## config.mk

```make
export PLATFORM = sky130hd
export DESIGN_NAME = shutter_seq
export DESIGN_NICKNAME = d
export VERILOG_FILES = /design/src/rtl/shutter_seq_pkg.sv /design/src/rtl/shutter_period_ctl.sv /design/src/rtl/shutter_line_cnt.sv /design/src/rtl/shutter_pulse_gate.sv /design/src/rtl/shutter_seq.sv
export SDC_FILE = /design/constraint.sdc
export NUM_CORES = 1
export LEC_CHECK = 0
export BUFFER_PORTS_ARGS = -buffer_cell sky130_fd_sc_hd__buf_2
export CORE_MARGIN = 2
export CORE_UTILIZATION = 50
export DETAILED_ROUTE_END_ITERATION = 12
export GPL_TIMING_DRIVEN = 1
export PLACE_DENSITY_LB_ADDON = 0.2
export SYNTH_ARGS = -nofsm -noshare
export SYNTH_HDL_FRONTEND = slang
export SYNTH_SLANG_ARGS = --single-unit
```

## constraint.sdc

```tcl
create_clock -name clk -period 2.5 [get_ports clk]
set_clock_uncertainty 0.2 [all_clocks]
set_input_delay 0.5 -clock clk [delete_from_list [all_inputs] [get_ports clk]]
set_output_delay 0.5 -clock clk [all_outputs]
set_load 0.01 [all_outputs]
```

## src/rtl/shutter_seq_pkg.sv

```systemverilog
package shutter_seq_pkg;

    parameter int SH_FRAME_W = 8;
    parameter int SH_LINE_W  = 10;
    localparam int SH_LCNT_W = SH_LINE_W + 1;

    typedef enum logic [1:0] {
        SH_STOP = 2'b00,
        SH_RUN  = 2'b01,
        SH_HOLD = 2'b10
    } sh_mode_e;

    typedef struct packed {
        sh_mode_e               mode;
        logic [SH_FRAME_W-1:0]  frames;
        logic [SH_LINE_W-1:0]   lines;
        logic [SH_FRAME_W-1:0]  place;
    } sh_cfg_t;

    // Unused code 2'b11 maps onto the stopped mode.
    function automatic sh_mode_e sh_decode(input logic [1:0] code);
        case (code)
            2'b01:   return SH_RUN;
            2'b10:   return SH_HOLD;
            default: return SH_STOP;
        endcase
    endfunction

    // Field that carries the discharge pulses in the current period.
    function automatic logic [SH_FRAME_W-1:0] sh_target(input sh_cfg_t c);
        return (c.frames == '0) ? '0 : c.place;
    endfunction

endpackage

```

## src/rtl/shutter_period_ctl.sv

```systemverilog
module shutter_period_ctl
    import shutter_seq_pkg::*;
(
    input  logic                   clk,
    input  logic                   rst,
    input  logic                   fsync,
    input  sh_cfg_t                cfg_in,
    output sh_cfg_t                cfg_q,
    output logic [SH_FRAME_W-1:0]  field_idx,
    output logic                   period_open
);

    // A period stays open while a shutter run has fields left to count.
    assign period_open = (cfg_q.mode == SH_RUN) && (field_idx != cfg_q.frames);

    always_ff @(posedge clk) begin
        if (rst) begin
            cfg_q     <= '0;
            field_idx <= '0;
        end else if (fsync) begin
            if (!period_open) begin
                cfg_q     <= cfg_in;
                field_idx <= '0;
            end else begin
                field_idx <= field_idx + 1'b1;
            end
        end
    end

endmodule

```

## src/rtl/shutter_line_cnt.sv

```systemverilog
module shutter_line_cnt #(
    parameter int W = 11
) (
    input  logic         clk,
    input  logic         rst,
    input  logic         fsync,
    input  logic         lsync,
    output logic [W-1:0] line_idx
);

    localparam logic [W-1:0] TOP = '1;

    always_ff @(posedge clk) begin
        if (rst || fsync) begin
            line_idx <= '0;
        end else if (lsync && (line_idx != TOP)) begin
            line_idx <= line_idx + 1'b1;
        end
    end

endmodule

```

## src/rtl/shutter_pulse_gate.sv

```systemverilog
module shutter_pulse_gate
    import shutter_seq_pkg::*;
(
    input  logic                   clk,
    input  logic                   rst,
    input  logic                   pos_stb,
    input  sh_cfg_t                cfg_q,
    input  logic [SH_FRAME_W-1:0]  field_idx,
    input  logic [SH_LCNT_W-1:0]   line_idx,
    output logic                   sub_en
);

    logic field_hit;
    logic line_hit;
    logic fire;

    assign field_hit = (field_idx == sh_target(cfg_q));
    assign line_hit  = (line_idx <= {1'b0, cfg_q.lines});
    assign fire      = (cfg_q.mode == SH_RUN) && field_hit && line_hit;

    always_ff @(posedge clk) begin
        if (rst) sub_en <= 1'b0;
        else     sub_en <= pos_stb && fire;
    end

endmodule

```

## src/rtl/shutter_seq.sv

```systemverilog
module shutter_seq
    import shutter_seq_pkg::*;
(
    input  logic                   clk,
    input  logic                   rst,
    input  logic                   fsync,
    input  logic                   lsync,
    input  logic                   pos_stb,
    input  logic [1:0]             mode_in,
    input  logic [SH_FRAME_W-1:0]  frames_in,
    input  logic [SH_LINE_W-1:0]   lines_in,
    input  logic [SH_FRAME_W-1:0]  place_in,
    output logic                   sub_en,
    output logic                   rd_suppress,
    output logic                   load_lock
);

    sh_cfg_t                cfg_in;
    sh_cfg_t                cfg_q;
    logic [SH_FRAME_W-1:0]  field_idx;
    logic                   period_open;
    logic [SH_LCNT_W-1:0]   line_idx;
    logic [1:0]             act_mode_w;

    assign cfg_in.mode   = sh_decode(mode_in);
    assign cfg_in.frames = frames_in;
    assign cfg_in.lines  = lines_in;
    assign cfg_in.place  = place_in;

    shutter_period_ctl u_period (
        .clk         (clk),
        .rst         (rst),
        .fsync       (fsync),
        .cfg_in      (cfg_in),
        .cfg_q       (cfg_q),
        .field_idx   (field_idx),
        .period_open (period_open)
    );

    shutter_line_cnt #(.W(SH_LCNT_W)) u_line (
        .clk      (clk),
        .rst      (rst),
        .fsync    (fsync),
        .lsync    (lsync),
        .line_idx (line_idx)
    );

    shutter_pulse_gate u_gate (
        .clk       (clk),
        .rst       (rst),
        .pos_stb   (pos_stb),
        .cfg_q     (cfg_q),
        .field_idx (field_idx),
        .line_idx  (line_idx),
        .sub_en    (sub_en)
    );

    assign act_mode_w  = cfg_q.mode;
    assign rd_suppress = (cfg_q.mode == SH_HOLD);
    assign load_lock   = period_open;

endmodule

```

**Word-level counts from Yosys, hierarchy flattened**

Index checks and enable logic that the tools add are counted.

- Bits in registers: 48
- Bits of input ports: 33
- Output and inout port bits: 3
- Word-level logic and storage cells: 29

- Add/subtract/negate cells: 2
- $lt $le $gt $ge: 1
- Eq/ne operators: 7
- Muxes and demuxes: 3
- Bitwise gates (word level): 1
- Reduce and logical (&&, ||, !) cells: 8

Operators by type and width:

| kind | count |
|---|---|
| 2-to-1 mux 8 bit | 2 |
| adder 11 x 1 -> 11 bit (second input constant) | 1 |
| <= comparator 11 x 10 -> 1 bit | 1 |
| != test 11 bit (second input constant) | 1 |
| adder 8 x 1 -> 8 bit (second input constant) | 1 |
| == test 8 bit | 1 |
| logical NOT 8 bit | 1 |
| != test 8 bit | 1 |
| logical AND 1 bit | 5 |
| == test 2 x 1 -> 1 bit (second input constant) | 2 |
| == test 2 bit (second input constant) | 2 |
| one-hot mux 2 bit (2 select lines) | 1 |
| AND reduction 2 bit | 1 |
| logical OR 1 bit | 1 |
| inverter 1 bit | 1 |

**Depth between registers and ports, before layout**

- Word-level depth: 6
- Mapped depth: 8
- Depth with buffers taken out: 7

**By module**

Synthesis repeated with hierarchy kept, for this count alone.

- Cells, all modules: 333
- Area total of the unflattened synthesis: 2857.7 µm²

By module, submodules not included:

| module | times used | cells an instance | area an instance (µm²) | sequential area each (µm²) |
|---|---|---|---|---|
| shutter_period_ctl | 1 | 191 | 1702.9 | 720.7 |
| shutter_line_cnt | 1 | 73 | 638.1 | 220.2 |
| shutter_pulse_gate | 1 | 66 | 495.5 | 20.0 |
| shutter_seq | 1 | 3 | 21.3 | 0.0 |

**Worst setup path before layout**

OpenSTA, ideal clock, no wires.

- Path kind: reg-to-reg
- From: register u_period.field_idx[2]
- To: register, netlist name u_period.cfg_q[10]
- Library setup time: 72 ps
- Arrival time: 1559 ps
- Data required time: 2228 ps
- Setup slack: 669 ps
- Cell stages (with the launch flop): 9
- Buffers on the path: 3
- Period minus slack after synthesis: 1831 ps
- Path through: dfxtp_1 > buf_6 > xor2_1 > nor4_2 > a21oi_2 > nor2b_2 > buf_6 > buf_12 > mux2i_1

- Cells in the longest elaborated chain, start to end: 4

RTL lines:

| item | line | text |
|---|---|---|
| start: declaration | shutter_period_ctl.sv:9 | `output logic [SH_FRAME_W-1:0] field_idx,` |
| start signal: assignment | shutter_period_ctl.sv:25 | `field_idx <= field_idx + 1'b1;` |
| != test 8 bit | shutter_period_ctl.sv:14 | `assign period_open = (cfg_q.mode == SH_RUN) && (field_idx != cfg_q.frames);` |
| logical AND 1 bit | shutter_period_ctl.sv:14 |  |
| named net load_lock | shutter_seq.sv:15 | `output logic load_lock` |
| inverter 1 bit (no line) | n/a |  |
| AND reduction 2 bit (no line) | n/a |  |

The timed path passes the listed nets, and every way through them passes these cells.
A chain may end at the register's enable or synchronous reset.

**Final worst setup path**

- From: register u_period.field_idx[2]
- To: output port load_lock

- Cells in the longest elaborated chain, start to end: 2

RTL lines:

| item | line |
|---|---|
| != test 8 bit | shutter_period_ctl.sv:14 |
| logical AND 1 bit | shutter_period_ctl.sv:14 |
| end: declaration | shutter_seq.sv:15 |

No other way between the ends.

==> results_dict.tcl <==
set metrics [dict create \
    antenna_found_initial 0 \
    syn_nets 342 \
    syn_avg_cell_area_um2 8.95 \
    routed_wl_mm 5.21 \
    worst-setup-path-type "reg2out" \
    yosys.area.top_type "dfxtp_1" \
    cap_violations 0 \
    wl_per_cell_um 13.0 \
    synth.distinct_cells 51 \
    num_io_pins 36 \
    rsz0062_at_grt "no" \
    yosysWarningCount 0 \
    die_y_um 76.9 \
    place.gp.congestion 0.893 \
    ant_nets 0 \
    multi_input_comb_area_um2 1480 \
    syn2layout_area_growth_pct 10.5 \
    hold_buffers 0 \
    synth_cells 297 \
    grt_max_degree 26 \
    root_buffer "clkbuf_8" \
    cellPowerDensity_nw_per_um2 565 \
    row_count 26 \
    core_um2 5110 \
    syn_area_um2 2660 \
    cts_buffers 5 \
    io_buffers 35 \
    setup_viol 0 \
    cp-start-kind "flop" \
    htree_num_levels 2 \
    ys_seq_area_frac 0.361 \
    crit_required_ps 1800 \
    status "finished, final reports clean" \
    clkTransAtPathRegs_ps 90 \
    dp_hpwl_mm 3.94 \
    p_leak_nw 1.24 \
    gr-total-overflow 0 \
    cts_max_path_buffers 2 \
    min_path_type "in2reg" \
    fillers 480 \
    grt.total_usage 0.192 \
    vias 2110 \
    path_max_fanout 9 \
    slew_headroom 0.606 \
    post_dp_cell_area_um2 2820 \
    fin_setup_tns_ps 0 \
    min_period_over_period 0.939 \
    peakVddDrop_uv 376 \
    cp-end-kind "output pin" \
    clkLatencyLatePin_ps 300 \
    route.met3.wl_um 207 \
    finalCriticalPeriod_ps 2350 \
    drv_slew 0 \
    grt_pass1_wl_mm 9.16 \
    drc 0 \
    start_util 0.521 \
    tightestPinTransition_ps 588 \
    tritoncts "built" \
    yosysTopAreaCellShare 0.361 \
    drive_gt1_frac 0.187 \
    synth_area_leaders "dfxtp_1, mux2i_1, nand2_1" \
    dieWidth_um 76.9 \
    route.met2.wl_mm 2.07 \
    final_nets 376 \
    first_global_vias 1909 \
    synth_edf_count 0 \
    clock_sinks 48 \
    postCtsSetupRepairBufs 0 \
    drtIter0Drc 103 \
    finalPower_w 0.00166 \
    postCtsResizedCells 0 \
    dieArea_um2 5920 \
    synth-async-reset-ratio 0 \
    vias_per_cell 5.25 \
    wl_met1_mm 2.86 \
    final-hold-violation-count 0 \
    synth-main-ff-cell "dfxtp_1" \
    cp_data_arrival_time_ps 1650 \
    diodes 0 \
    max_clock_freq_mhz 426 \
    seq_area_um2 961 \
    drtPass1Iterations 4 \
    ys_ff_latch 48 \
    dr.max_layer_used "met4" \
    stdcell_area_um2 2940 \
]
==> cell type report <==
| type | count | area share |
|---|---|---|
| clock buffers | 6 | 0.0281 |
| flip-flops and latches | 48 | 0.327 |
| well taps | 70 | 0.0298 |
| inverters | 16 | 0.0204 |
| multi-input cells | 220 | 0.505 |
| clock inverters | 2 | 0.0132 |
| repair buffers | 40 | 0.0766 |
==> placed cells by master (no fill, tap or decap), drive strengths merged, types with 4 or more instances in the layout <==
cell	count
nand2	56
dfxtp	48
buf	40
mux2i	27
nor2	16
inv	16
ha	12
a21oi	11
xor2	10
xnor2	10
o21ai	9
nor3	9
nand3	6
clkbuf	6
a31oi	5
nor4	5
nand4	4
nor2b	4
==> worst max-delay path, cell delays in order (launching register included) <==
cell,delay [ps]
dfxtp_1,550
xor2_1,220
nor4_2,80
a21oi_2,300
buf_2,200
==> flip-flops by register name, summed over array words and instances, names as in the netlist <==
register,flops
u_period.field_idx,8
u_line.line_idx,11
u_gate.sub_en,1
u_period.cfg_q,28
==> where the power goes <==
part / switching, W / total, W / leakage (nW) / internal (W)
registers: 0.0000306 / 0.000831 / 0.392 / 0.000800
logic: 0.000122 / 0.000236 / 0.788 / 0.000114
clock network: 0.000266 / 0.000593 / 0.0614 / 0.000327
==> kinds of logic after synthesis <==
group	synth area share
DFF	0.361
muxes	0.102
and+or+nand+nor	0.235
adders and majority gates	0.0565
AOI/OAI and AO/OA	0.0969
buffers and inverters	0.0823
xor gates and xnor gates	0.0659
==> stage by stage <==
step,hold WS [ps],util,std cells,setup WS [ps]
final,232,0.575,402,151
after global routing,235,0.575,402,75.9
after CTS,228,0.575,402,142
after detailed placement,253,0.552,394,462
after global placement,243,0.552,394,522
after floorplan,235,-,297,669
==> final timing paths <==
kind,from,end,slack (ps),cells past startpoint
hold / removal,lines_in[3],u_period.cfg_q[11],230,3
setup / recovery,u_period.field_idx[2],load_lock,150,4
setup reg to reg,u_period.field_idx[2],u_period.cfg_q[14],420,6
hold reg to reg,u_period.cfg_q[5],u_period.cfg_q[5],260,2
==> metal layers <==
| metal | vias to the layer above | track usage |
|---|---|---|
| met1 | 956 | 0.295 |
| met2 | 44 | 0.264 |
| li1 | 1100 | - |
| met4 | 0 | 0.0709 |
| met5 | - | 0 |
| met3 | 10 | 0.0318 |
==> Yosys cell counts, types with 2 or more instances <==
master	count
xnor2_1	10
ha_1	12
nor4bb_1	3
a21oi_1	10
o22ai_1	2
nor2b_1	3
mux2i_1	27
nand3b_1	2
nor2_1	16
buf_6	2
nor3_1	4
a41o_1	2
clkbuf_1	3
nor4_1	4
buf_12	3
xor2_1	10
or2_2	2
nor3_2	5
a31oi_1	5
nor3b_1	2
dfxtp_1	48
inv_1	15
clkbuf_8	4
or3_1	3
nand3_1	6
nand4_1	4
nand2b_1	3
o21ai_0	9
nand2_1	56
Power figures use the tool's default switching activity.
